**config.mk**
```make
export PLATFORM = sky130hd
export DESIGN_NAME = ahb_burst_seq
export DESIGN_NICKNAME = d
export VERILOG_FILES = /design/src/rtl/ahb_seq_pkg.sv /design/src/rtl/ahb_burst_decode.sv /design/src/rtl/ahb_addr_next.sv /design/src/rtl/ahb_kb_guard.sv /design/src/rtl/ahb_burst_seq.sv
export SDC_FILE = /design/constraint.sdc
export NUM_CORES = 1
export LEC_CHECK = 0
export ABC_AREA = 0
export BUFFER_PORTS_ARGS = -buffer_cell sky130_fd_sc_hd__buf_4
export CORE_MARGIN = 4
export CORE_UTILIZATION = 49
export DETAILED_ROUTE_END_ITERATION = 12
export GPL_TIMING_DRIVEN = 0
export PLACE_DENSITY = 0.72
export REMOVE_ABC_BUFFERS = 1
export SYNTH_ARGS = -nofsm -noshare
export SYNTH_HDL_FRONTEND = slang
export SYNTH_SLANG_ARGS = --single-unit
```
**constraint.sdc**
```tcl
create_clock -name clk -period 9 [get_ports clk]
set_input_delay 0.45 -clock clk [delete_from_list [all_inputs] [get_ports clk]]
set_output_delay 0.45 -clock clk [all_outputs]
set_load 0.01 [all_outputs]
```
**src/rtl/ahb_seq_pkg.sv**
```systemverilog
package ahb_seq_pkg;

  typedef enum logic [1:0] {
    TR_IDLE   = 2'b00,
    TR_BUSY   = 2'b01,
    TR_NONSEQ = 2'b10,
    TR_SEQ    = 2'b11
  } trans_e;

  localparam logic [2:0] BT_SINGLE = 3'b000;
  localparam logic [2:0] BT_UNDEF  = 3'b001;

endpackage

```
**src/rtl/ahb_burst_decode.sv**
```systemverilog
module ahb_burst_decode
  import ahb_seq_pkg::*;
(
  input  logic [2:0] burst,
  output logic [2:0] beats_log2,
  output logic       is_wrap,
  output logic       is_undef
);

  always_comb begin
    unique case (burst[2:1])
      2'b01:   beats_log2 = 3'd2;
      2'b10:   beats_log2 = 3'd3;
      2'b11:   beats_log2 = 3'd4;
      default: beats_log2 = 3'd0;
    endcase
  end

  assign is_undef = (burst == BT_UNDEF);
  assign is_wrap  = (burst != BT_SINGLE) && !burst[0];

endmodule

```
**src/rtl/ahb_addr_next.sv**
```systemverilog
module ahb_addr_next #(
  parameter int AW      = 32,
  parameter int BOUND_W = 10
) (
  input  logic [AW-1:0] cur,
  input  logic [2:0]    size,
  input  logic [2:0]    beats_log2,
  input  logic          is_wrap,
  output logic [AW-1:0] nxt,
  output logic          at_bound
);

  localparam logic [AW-1:0] ONE = AW'(1);

  logic [AW-1:0]    step;
  logic [AW-1:0]    inc;
  logic [AW-1:0]    mask;
  logic [3:0]       span_log2;
  logic [BOUND_W:0] low_sum;

  assign step      = ONE << size;
  assign inc       = cur + step;
  assign span_log2 = {1'b0, size} + {1'b0, beats_log2};
  assign mask      = (ONE << span_log2) - ONE;
  assign nxt       = is_wrap ? ((cur & ~mask) | (inc & mask)) : inc;

  // carry out of the low address bits marks the last beat before a boundary
  assign low_sum  = {1'b0, cur[BOUND_W-1:0]} + step[BOUND_W:0];
  assign at_bound = low_sum[BOUND_W];

endmodule

```
**src/rtl/ahb_kb_guard.sv**
```systemverilog
module ahb_kb_guard #(
  parameter int BOUND_W = 10
) (
  input  logic [BOUND_W-1:0] start_low,
  input  logic [2:0]         size,
  input  logic [2:0]         beats_log2,
  input  logic               check_en,
  output logic               crosses
);

  localparam int SW = BOUND_W + 2;
  localparam logic [SW-1:0] ONE   = SW'(1);
  localparam logic [SW-1:0] LIMIT = ONE << BOUND_W;

  logic [SW-1:0] span;
  logic [SW-1:0] sum;

  assign span    = ONE << ({1'b0, size} + {1'b0, beats_log2});
  assign sum     = {2'b00, start_low} + span;
  assign crosses = check_en && (sum > LIMIT);

endmodule

```
**src/rtl/ahb_burst_seq.sv**
```systemverilog
module ahb_burst_seq
  import ahb_seq_pkg::*;
#(
  parameter int AW        = 32,
  parameter int BOUND_W   = 10,
  parameter int MAX_LOG2  = 4
) (
  input  logic          clk,
  input  logic          rst_n,
  input  logic          req_valid,
  output logic          req_ready,
  input  logic [AW-1:0] req_addr,
  input  logic [2:0]    req_size,
  input  logic [2:0]    req_burst,
  input  logic          stall,
  input  logic          stop,
  input  logic          hready,
  output logic [AW-1:0] haddr,
  output logic [1:0]    htrans,
  output logic [2:0]    hsize,
  output logic [2:0]    hburst,
  output logic          req_err
);

  localparam int CNT_W = MAX_LOG2;

  trans_e           trans_q;
  logic [AW-1:0]    addr_q;
  logic [2:0]       size_q;
  logic [2:0]       burst_q;
  logic [CNT_W-1:0] rem_q;
  logic             err_q;

  logic [2:0]       cur_log2, req_log2;
  logic             cur_wrap, cur_undef, req_wrap, req_undef;
  logic [AW-1:0]    next_addr;
  logic             at_bound;
  logic             bad_req;
  logic             busy_now, xfer_now, cont, accept;
  logic [CNT_W-1:0] rem_load;

  ahb_burst_decode u_cur_dec (
    .burst(burst_q), .beats_log2(cur_log2), .is_wrap(cur_wrap), .is_undef(cur_undef)
  );

  ahb_burst_decode u_req_dec (
    .burst(req_burst), .beats_log2(req_log2), .is_wrap(req_wrap), .is_undef(req_undef)
  );

  ahb_addr_next #(.AW(AW), .BOUND_W(BOUND_W)) u_next (
    .cur(addr_q), .size(size_q), .beats_log2(cur_log2), .is_wrap(cur_wrap),
    .nxt(next_addr), .at_bound(at_bound)
  );

  ahb_kb_guard #(.BOUND_W(BOUND_W)) u_guard (
    .start_low(req_addr[BOUND_W-1:0]), .size(req_size), .beats_log2(req_log2),
    .check_en(!req_wrap && !req_undef && (req_log2 != 3'd0)),
    .crosses(bad_req)
  );

  assign busy_now = (trans_q == TR_BUSY);
  assign xfer_now = trans_q[1];

  // does the current burst still own the address phase after this edge?
  always_comb begin
    if (cur_undef)
      cont = !stop && (busy_now || (xfer_now && !at_bound));
    else
      cont = busy_now || (xfer_now && (rem_q != '0));
  end

  assign req_ready = hready && !cont;
  assign accept    = req_valid && req_ready;
  assign rem_load  = ~({CNT_W{1'b1}} << req_log2);

  always_ff @(posedge clk or negedge rst_n) begin
    if (!rst_n) begin
      trans_q <= TR_IDLE;
      addr_q  <= '0;
      size_q  <= '0;
      burst_q <= '0;
      rem_q   <= '0;
    end else if (hready) begin
      if (cont) begin
        trans_q <= stall ? TR_BUSY : TR_SEQ;
        if (xfer_now) addr_q <= next_addr;
        if (!stall && !cur_undef) rem_q <= rem_q - 1'b1;
      end else if (accept && !bad_req) begin
        trans_q <= TR_NONSEQ;
        addr_q  <= req_addr;
        size_q  <= req_size;
        burst_q <= req_burst;
        rem_q   <= rem_load;
      end else begin
        trans_q <= TR_IDLE;
      end
    end
  end

  always_ff @(posedge clk or negedge rst_n) begin
    if (!rst_n) err_q <= 1'b0;
    else        err_q <= accept && bad_req;
  end

  assign haddr   = addr_q;
  assign htrans  = trans_q;
  assign hsize   = size_q;
  assign hburst  = burst_q;
  assign req_err = err_q;

endmodule

```
# After elaboration in Yosys (flattened, before gate mapping)
# Index checks and enable logic that the tools add are counted.
# totals
input_bits	44
wordCells	81
out_inout_bits	42
ff_bits	45
# op_classes
n_shift	4
mux	13
add_sub_neg	7
n_reduce_logical	33
bitwise	6
n_eq_ne	11
order_cmp	1
# op_table
op	n
$mux W32	4
$and A32 B32 Y32	2
$add A32 B32 Y32	1
$not A32 Y32	1
$or A32 B32 Y32	1
$shl A1 B3 Y32 const A	1
$shl A1 B4 Y32 const A	1
$sub A32 B1 Y32 const B	1
$pmux W3 S3	2
$logic_and A1 B1 Y1	13
$add A10 B12 Y12	1
$gt A12 B11 Y1 const B	1
$mux W4	3
$shl A1 B4 Y12 const A	1
$add A10 B11 Y11	1
$logic_not A1 Y1	10
$reduce_and A3 Y1	3
$reduce_bool A3 Y1	3
$add A3 B3 Y4	2
$eq A2 B2 Y1 const B	4
$eq A2 B1 Y1 const B	3
$eq A3 B1 Y1 const B	2
$mux W2	3
$not A4 Y4	1
9 further kinds	10

# Logic depth before layout (Yosys ltp)
# Gate-level depths: netlist of the first run.
# depth
word_depth	13
mapped_depth	21
depth_no_buf	19

# Cells and area by module
# Synthesis of the first run repeated with hierarchy kept, for this count alone.
# hier_totals
hier_cells	499
area_unflattened_um2	4809.6
# by_module_without_submodules
mod	n_inst	seq_area_each_um2	cells_each	area_each_um2
ahb_burst_seq	1	1126.1	159	2362.3
ahb_addr_next	1	0.0	230	1599.0
ahb_kb_guard	1	0.0	98	738.2
ahb_burst_decode	2	0.0	6	55.1

# Least setup slack after synthesis of the first run
# Ideal clock, no wire load.
# synth_path
path_kind	input port to flip-flop
from	in req_burst[1]
to	reg with a tool-made name
n_path_buf	1
required_time_ns	8.872
setup_slack_ns	4.505
cell_stages	20
setup_time_ns	0.128
t_arrival_ns	4.367
cell_sequence	inv_1 ha_1 ha_1 a21o_1 a21oi_1 nand2_1 nor3_1 ha_1 inv_1 fa_1 inv_1 a2111oi_0 o311ai_0 or3_1 a211oi_1 a2111o_1 and3_1 buf_2 o21ai_2 mux2_1
# synth_lines
item	line_no	text
start, declared	ahb_burst_seq.sv:14	input logic [2:0] req_burst,

==> reports/results.ini, run 1 <==
[die]
initial_core_util_pct = 50.5
ios = 86
dieArea_mm2 = 0.0106
design.core.area_mm2 = 0.00876
die_w_um = 103
rows = 34
die_h_um = 103

[grt]
grt_pass1_wl_um = 20500
grt_max_degree = 57
antenna_found_initial = 0
grt_use_total_pct = 23.8
grt_overflow = 0
first_global_vias = 4183

[route]
drt-vias-per-instance = 6.18
wl_per_cell_um = 17.0
ant_nets = 0
drc = 0
wl_um = 12700
vias = 4622
first_pass_iters = 4
first_iter_violations = 391

[synthesis]
ys_types = 64
synth_top_area_cell = dfrtp_1
synth.avg_cell_area_um2 = 7.73
synth-async-reset-ratio_pct = 100
yosysSeqAreaShare_pct = 25.5
synth_top_area_share_pct = 25.5
syn_area_mm2 = 0.00442
synth-edff-count = 0
ys_ff_latch = 45
synthCells = 572
synthFlopType = dfrtp_1
synth.area.top_cells = dfrtp_1 (25%), ha_1 (9.3%), a21oi_1 (6.3%)
yosys_warnings = 0

[sta]
min_period_ps = 5640
drv_slew = 0
rsz0062_at_grt = no
maxSlewHeadroom_pct = 23.3
finalHoldViolations = 0
setup_ws_ps = 3360
fin_worst_skew_ps = 8.71
setup-violations-final = 0
max_freq_mhz = 177
worst_slew_pin_slew_ps = 1150
post-route-period-util_pct = 62.7
fin_setup_tns_ps = 0

[worst_setup_path]
cp_max_fo = 24
r2r_start = hsize[0]$_DFFE_PN0P_
path_class = input pin to flop
cp-start-kind = input pin
cp_data_arrival_time_ps = 5880
startpoint = req_burst[1]
cp.required_ps = 9240
end_kind = flop

[cts]
path_clk_slew_ps = 100
cts_max_level = 2
cts_num_sinks = 45
tritoncts = done
clockRootBuffer = clkbuf_8
ctsResizeCount = 0
ctsHoldBuffers = 0
insertion_delay_ps = 300
post_cts_buffers = 0
cts_max_path_buffers = 2
cts_buffers = 5

[final_layout]
final_layout_size_suffix_gt1_share_pct = 16.6
layout_common_cells = buf_4 (85), nor2_1 (61), a21oi_1 (56), nand2_1 (56), dfrtp_1 (45)
layout.cells.non_filler = 748
layout_commonest_cell = buf_4
syn_to_final_growth_pct = 17.2
nNetsFinal = 720
nFillCells = 861
diodes = 0

[min_path]
hp-class = input pin to async pin

[place]
dpl.hpwl_um = 9460
dp_cells = 740
place.port_buffers = 85
place.gp.congestion = 0.851
dp_slack_ps = 3130

[run]
maxCapViolCount = 0

[run_status]
status = finished, final reports clean

[power]
vdd_drop_max_mv = 0.224
p_leak_nw = 2.33
p_per_area_mw_per_mm2 = 380

-- area by class of cell --
type	count	area (µm²)	share of cell area, %
flip-flops and latches	45	1130	21.7
multi-input cells	477	3100	59.8
inverters	25	93.8	1.81
well taps	108	135	2.61
repair buffers	85	638	12.3
clock buffers	5	68.8	1.33
clock inverters	3	21.3	0.410
-- final timing paths --
kind	slack [ps]	depth (start not counted)	end
max	3360	20	flop
min	150	1	async pin
max reg2reg	3420	13	flop
min reg2reg	530	1	flop
max in group asynchronous	8430	1	async pin
min in group clk	370	3	hsize[2]$_DFFE_PN0P_
-- cell usage after synthesis, types with 5 or more instances --
cell type and count:
a211oi_1 12, ha_1 33, and3_1 15, inv_1 25, nand4_1 8, mux2i_1 7, a21o_1 15, o41ai_1 5
xnor2_1 11, a21oi_1 56, nor2_1 61, dfrtp_1 45, nor3_1 18, nand2_1 56, clkbuf_1 16, nand2b_1 7
a31oi_1 17, xor2_1 12, nor2b_1 5, nand3_1 23, or3_1 6, o21ai_0 33
-- routing by layer --
layer	wire length (µm)	GRT usage [%]
met5	0	0
met3	750	2.91
met2	6010	38.4
met1	5790	34.6
met4	148	4.48
-- report_power, final --
group	leakage, nW	switching [mW]	internal, mW
clock	0.0445	0.0800	0.0554
sequential	0.517	0.124	0.296
combinational	1.77	0.840	0.574
-- metrics by stage --
stage               utilization [%]  area, µm²  hold slack, ps  total power [mW]
floorplan                         -       4310             154              1.39
CTS                            59.2       5180             178              1.96
finish                         59.2       5180             147              1.97
global placement               58.0       5080             498              1.78
global route                   59.2       5180             191              2.17
detailed placement             58.1       5090             504              1.82
-- cell families after synthesis --
logic type / after synthesis / share of synthesized area [%]
DFF: 45 / 25.5
adders and majority gates: 37 / 11.1
AOI/OAI and AO/OA: 186 / 27.4
and+or+nand+nor: 219 / 23.8
buffers and inverters: 50 / 4.78
xor gates and xnor gates: 23 / 4.55
muxes: 12 / 2.86
-- worst max-delay path: stages --
cell	delay, ps
buf_4	100
inv_1	70
ha_1	340
ha_1	310
a21o_1	190
a21oi_1	260
nand2_1	150
nor3_1	280
ha_1	240
inv_1	60
fa_1	470
inv_1	50
a2111oi_0	250
o311ai_0	190
or3_1	380
a211oi_1	450
a2111o_1	260
nand3_1	660
a21oi_1	480
mux2i_1	210
Power figures use the tool's default switching activity.
==> run 2, diff against run 1 <==
ABC_AREA = 1   (was 0)
PLACE_DENSITY = 0.71   (was 0.72)
clock period = 5.2 ns   (was 9 ns; I/O delays follow)
==> run 2 against run 1 <==
  * Synthesized cell count increased by 46%
  * First-iteration DRC count grew 24%
  * Sequential share of layout area decreased by 2.7 points
  * Largest power group unchanged
==> reports/results.ini, run 2 <==
[run_status]
status = finished, final reports clean

[die]
dieArea_mm2 = 0.0122  ; +15%
ios = 86  ; unchanged
die_w_um = 110  ; +7.2%
rows = 37  ; +8.8%
die_h_um = 110  ; +7.2%
design.core.area_mm2 = 0.0103  ; +17%
initial_core_util_pct = 50.1  ; -0.41 points

[final_layout]
layout_commonest_cell = nand2_1
diodes = 0  ; unchanged
final_area_mm2 = 0.00592  ; +14%
nFillCells = 1082  ; +26%
final_layout_size_suffix_gt1_share_pct = 13.9  ; -2.7 points
layout_common_cells = nand2_1 (301), inv_1 (96), buf_4 (85)
syn_to_final_growth_pct = 15.1
nNetsFinal = 987  ; +37%

[sta]
fin_setup_tns_ps = 0  ; unchanged
post-route-period-util_pct = 83.9
finalHoldViolations = 0  ; unchanged
fin_worst_skew_ps = 13.6  ; +4.89 ps
min_period_ps = 4360
worst_slew_pin_slew_ps = 724  ; -427 ps
holdWs_ps = 219  ; +71.1 ps
drv_slew = 0  ; unchanged
maxSlewHeadroom_pct = 51.5  ; +28 points
max_freq_mhz = 229
setup-violations-final = 0  ; unchanged
setup_ws_ps = 837  ; -2520 ps
rsz0062_at_grt = no

[route]
first_iter_violations = 485  ; +24%
drt-vias-per-instance = 5.52  ; -11%
wl_per_cell_um = 14.9  ; -12%
vias = 5759  ; +25%
wl_um = 15500  ; +22%
first_pass_iters = 5  ; +1
ant_nets = 0  ; unchanged
drc = 0  ; unchanged

[worst_setup_path]
cpMaxStageDelayCell = dfrtp_1
cp_max_fo = 57  ; +140%
worst-path-stages = 19  ; -5.0%
reg2reg_depth = 19  ; +6
path_cells = inv_1 -> nor3_1 -> inv_1 -> fa_1 -> nand3b_1 -> nand2_1 -> nand2_1 -> nand2_2 -> nand2_4 -> nand2_2 -> nand2_2 -> nand3_4 -> nand2_2 -> nor2_4 -> nand2_4 -> nand2_4 -> nand3_2 -> nand2_1 -> nand2_1
crit_buf_inv = 2  ; -2
crit_family = simple AND/OR/NAND/NOR gates
regToRegSetupSlack_ps = 840  ; -2580 ps
r2r_start = hsize[0]$_DFFE_PN0P_
cp_data_arrival_time_ps = 4580  ; -1300 ps
cp-start-kind = flop
path_class = flop to flop
cp.required_ps = 5420  ; -3820 ps
end_kind = flop
startpoint = hsize[0]$_DFFE_PN0P_
critPathMaxStageDelay_ps = 500  ; -160 ps

[power]
p_leak_nw = 3.16  ; +36%
power_frac_comb_pct = 72.3  ; +0.5 points
p_sw_mw = 1.96  ; +87%
pwr-share-seq_pct = 20.4  ; -0.9 points
p_int_mw = 1.38  ; +49%
p_sw_share_pct = 58.6  ; +5.6 points
clkPwrFrac_pct = 7.3  ; +0.4 points
vdd_drop_max_mv = 0.354  ; +58%
power.total_mw = 3.34  ; +69%
p_per_area_mw_per_mm2 = 563  ; +48%

[cts]
cts_num_sinks = 45  ; unchanged
cts_buffers = 5  ; unchanged
path_clk_slew_ps = 110  ; about the same
insertion_delay_ps = 320  ; +20 ps
ctsResizeCount = 0  ; unchanged
cts_max_path_buffers = 2  ; unchanged
clockRootBuffer = clkbuf_8
tritoncts = done
cts_max_level = 2  ; unchanged
post_cts_buffers = 0  ; unchanged

[grt]
antenna_found_initial = 0  ; unchanged
grt_pass1_wl_um = 25600  ; +25%
grt_overflow = 0  ; unchanged
first_global_vias = 5405  ; +29%
grt_max_degree = 61  ; +7.0%
grt_use_total_pct = 24.7  ; +0.86 points

[synthesis]
synth-edff-count = 0  ; unchanged
synthFlopType = dfrtp_1
synth.avg_cell_area_um2 = 6.16  ; -20%
ys_ff_latch = 45  ; unchanged
syn_area_mm2 = 0.00514  ; +16%
yosysSeqAreaShare_pct = 21.9  ; -3.6 points
ys_types = 42  ; -34%
synth-async-reset-ratio_pct = 100  ; unchanged
yosys_warnings = 0  ; unchanged
ys_top_cells_by_count = nand2_1 (301), inv_1 (96), nand3_1 (74)
synth_top_area_share_pct = 22.0  ; -3.5 points
synth_top_area_cell = nand2_1
synth.most_common_cell = nand2_1
synth.area.top_cells = nand2_1 (22%), dfrtp_1 (22%), ha_1 (8.0%)
synthCells = 835  ; +46%

[place]
place.gp.congestion = 0.950  ; +12%
place.port_buffers = 85  ; unchanged
place_area_mm2 = 0.00582  ; +14%
dpl.hpwl_um = 11700  ; +24%
dp_slack_ps = 544  ; -2580 ps

[min_path]
hp-class = input pin to flop
hold_path_startpoint = req_size[2]

[run]
maxCapViolCount = 0  ; unchanged

run 2: per-stage QoR:
step,util [%],instances
global route,57.6,1043
floorplan,-,813
CTS,57.6,1043
finish,57.6,1043
global placement,56.6,1034
detailed placement,56.6,1034
run 2: final cells by class:
type                            count  area [µm²]  share of cell area (%)
Multi-Input combinational cell    668        3510                    59.2
Sequential cell                    45        1130                    19.0
Timing Repair Buffer               86         648                    10.9
Inverter                          100         380                    6.42
Tap cell                          136         170                    2.87
Clock buffer                        5        68.8                    1.16
Clock inverter                      3        21.3                   0.359
run 2: power by group through the flow:
stage | registers, mW | logic [mW] | clock network, mW
global route | 0.702 | 2.72 | 0.256
floorplan | 0.671 | 1.63 | 0
CTS | 0.677 | 2.39 | 0.246
detailed placement | 0.682 | 2.38 | 0
finish | 0.680 | 2.41 | 0.245
global placement | 0.677 | 2.31 | 0
run 2: cell families (layout without fill, tap and decap cells):
group                      after synthesis  after routing  synth area share (%)
AOI/OAI and AO/OA                       75             75                  8.44
xor gates and xnor gates                21             21                  3.57
adders and majority gates               37             37                  9.58
and+or+nand+nor                        535            535                  46.6
DFF                                     45             45                  21.9
buffers and inverters                  122            194                  9.95
run 2: worst min-delay path by stage:
stage                                 to  cells past startpoint
floorplan                      async pin                      0
global placement               async pin                      1
detailed placement             async pin                      1
CTS                 hsize[2]$_DFFE_PN0P_                      3
global route        hsize[0]$_DFFE_PN0P_                      3
finish              hsize[2]$_DFFE_PN0P_                      3
run 2: tightest hold or removal path: cells and delay by family:
family | cells | cell delay, ps
AOI/OAI and AO/OA | 1 | 90
buffers and inverters | 1 | 100
and+or+nand+nor | 1 | 40
run 2: per-layer routing:
| layer | GRT usage (%) | part of all wire, % | up-vias |
|---|---|---|---|
| met3 | 4.60 | 6.0 | 26 |
| met4 | 6.49 | 1.9 | 0 |
| li1 | - | - | 2865 |
| met2 | 42.9 | 49 | 177 |
| met1 | 31.4 | 44 | 2691 |
| met5 | 0 | 0 | - |
run 2: what timing repair did:
action | 4_1_cts | 5_1_grt
hold buffers | 1 | 0
endpoints found under the setup margin | 0 | 0
hold endpoints to repair | 45 | 0
==> run 3, diff against run 2 <==
clock period = 4.4 ns   (was 5.2 ns; I/O delays follow)
==> run 3 against run 2 <==
  * Utilization grew 0.37 points
  * Die area stayed put
  * Clock power is 19% higher
  * Design area grew 0.63%
  * Largest cell class unchanged
  * Largest power group unchanged
==> reports/results.ini, run 3 (synthesis results as in run 2) <==
[worst_setup_path]
cp.required_ps = 4610  ; -810 ps
cp_data_arrival_time_ps = 4170  ; -410 ps
regToRegSetupSlack_ps = 450  ; -390 ps
cp_max_fo = 26  ; -54%
end_kind = flop
path_class = input pin to flop
cp-start-kind = input pin

[sta]
rsz0062_at_grt = no
worst_slew_pin_slew_ps = 729  ; +5.87 ps
max_freq_mhz = 252
setup_ws_ps = 437  ; -400 ps
fin_worst_skew_ps = 15.6  ; +1.98 ps
post-route-period-util_pct = 90.1
drv_slew = 0  ; unchanged
setup-violations-final = 0  ; unchanged
min_period_ps = 3960
maxSlewHeadroom_pct = 51.1  ; -0.39 points
finalHoldViolations = 0  ; unchanged

[final_layout]
layout.cells.non_filler = 1045  ; +0.19%
multi_input_area_mm2 = 0.00354  ; +1.1%
final_layout_size_suffix_gt1_share_pct = 14.1  ; +0.19 points
final_area_mm2 = 0.00596  ; +0.63%
nFillCells = 1082  ; unchanged
diodes = 0  ; unchanged
fin_util_pct = 58.0  ; +0.37 points
syn_to_final_growth_pct = 15.8
layout_common_cells = nand2_1 (301), inv_1 (96), buf_4 (85)
nNetsFinal = 989  ; +0.20%
ff_latch_area_mm2 = 0.00113  ; unchanged
layout_commonest_cell = nand2_1

[grt]
grt_pass1_wl_um = 25600  ; unchanged
antenna_found_initial = 0  ; unchanged
grt_use_met2_pct = 42.9  ; unchanged
grt_overflow = 0  ; unchanged
grt_util_met1_pct = 31.4  ; unchanged
grt_max_degree = 61  ; unchanged
grt_use_total_pct = 24.7  ; unchanged
met3_usage_pct = 4.60  ; unchanged
first_global_vias = 5405  ; unchanged
grt.busiest_layer = met2

[run]
maxCapViolCount = 0  ; unchanged

[cts]
tritoncts = done
clockRootBuffer = clkbuf_8
cts_num_sinks = 45  ; unchanged
post_cts_buffers = 0  ; unchanged
cts_max_path_buffers = 2  ; unchanged
insertion_delay_ps = 320  ; about the same
cts_buffers = 5  ; unchanged
path_clk_slew_ps = 100  ; about the same
cts_max_level = 2  ; unchanged

[route]
first_iter_violations = 645  ; +33%
wl_um = 16200  ; +4.6%
vias = 5794  ; +0.61%
drc = 0  ; unchanged
first_pass_iters = 6  ; +1
drt-vias-per-instance = 5.54  ; +0.42%
ant_nets = 0  ; unchanged
wl_per_cell_um = 15.5  ; +4.4%

[power]
pwr-share-seq_pct = 20.0  ; -0.4 points
power_frac_comb_pct = 72.8  ; +0.5 points
p_per_area_mw_per_mm2 = 676  ; +20%
power.total_mw = 4.03  ; +21%
vdd_drop_max_mv = 0.357  ; +0.76%
p_leak_nw = 3.17  ; +0.59%
p_sw_share_pct = 59.3  ; +0.67 points
p_sw_mw = 2.39  ; +22%
p_int_mw = 1.64  ; +19%
clkPwrFrac_pct = 7.2  ; about the same

[die]
initial_core_util_pct = 50.1  ; unchanged
ios = 86  ; unchanged
rows = 37  ; unchanged
design.core.area_mm2 = 0.0103  ; unchanged
dieArea_mm2 = 0.0122  ; unchanged
die_w_um = 110  ; unchanged
die_h_um = 110  ; unchanged

[place]
dpl.hpwl_um = 11700  ; unchanged
place_area_mm2 = 0.00582  ; unchanged
dp_cells = 1034  ; unchanged
place.gp.congestion = 0.950  ; unchanged
dp_slack_ps = -216  ; -760 ps
place.port_buffers = 85  ; unchanged

[min_path]
hp-class = input pin to flop

[run_status]
status = finished, final reports clean

## run 3: changes by cell type in the layout (fill, tap and decap cells not counted)
cell / delta
nand2_8: +1
nand3_4: +1
## run 3: final cells by class
class	count	area share, %
clock buffers	5	1.15
clock inverters	3	0.357
inverters	100	6.38
multi-input cells	670	59.5
flip-flops and latches	45	18.9
well taps	136	2.86
repair buffers	86	10.9
## run 3: metal layers
| metal | wire (µm) | share of wire [%] | up-vias |
|---|---|---|---|
| met2 | 7910 | 49 | 214 |
| met1 | 6940 | 43 | 2689 |
| met3 | 1120 | 6.9 | 21 |
| li1 | - | - | 2870 |
| met5 | 0 | 0 | - |
| met4 | 250 | 1.5 | 0 |
## run 3: worst paths after layout
kind,startpoint,to,depth (start not counted)
max,req_burst[1],flop,27
min,req_size[2],hsize[2]$_DFFE_PN0P_,3
max reg2reg,hsize[0]$_DFFE_PN0P_,flop,19
min reg2reg,rem_q[1]$_DFFE_PN0P_,rem_q[1]$_DFFE_PN0P_,2
max in group asynchronous,rst_n,async pin,2
min in group asynchronous,rst_n,async pin,2
## run 3: metrics by stage
stage,setup TNS (ps),hold slack [ps]
2_1_floorplan,0,-75.6
3_3_place_gp,-1300,284
3_5_place_dp,-2400,285
4_1_cts,0,182
5_1_grt,0,193
6_report,0,176
## run 3: power by group through the flow
stage / sequential [mW] / combinational (mW) / clock, mW
floorplan: 0.793 / 1.93 / 0
global placement: 0.800 / 2.74 / 0
detailed placement: 0.806 / 2.81 / 0
CTS: 0.800 / 2.82 / 0.291
global route: 0.829 / 3.29 / 0.302
finish: 0.805 / 2.93 / 0.292
## run 3: worst max-delay path, cell delays in order
cell and delay [ps]:
buf_4 120, inv_1 130, ha_1 210, ha_1 190, inv_1 60, fa_1 580
nand3_1 140, nor2_1 130, ha_1 220, inv_1 70, fa_1 420, o21ai_2 180
nand3_1 140, nand2_1 130, nand3_2 70, nand2_1 70, nand2_1 50, nand2_1 60
inv_1 40, nand2_1 50, nand2_1 70, nand2_2 90, nand2_4 160, nand2_8 250
nand3_4 150, nand2_1 110, nand2_1 50
## run 3: what timing repair did
item | in CTS | in global routing
resized for setup | 0 | 2
hold buffers | 1 | 0
hold endpoints to repair | 45 | 0
setup endpoints to repair | 0 | 32
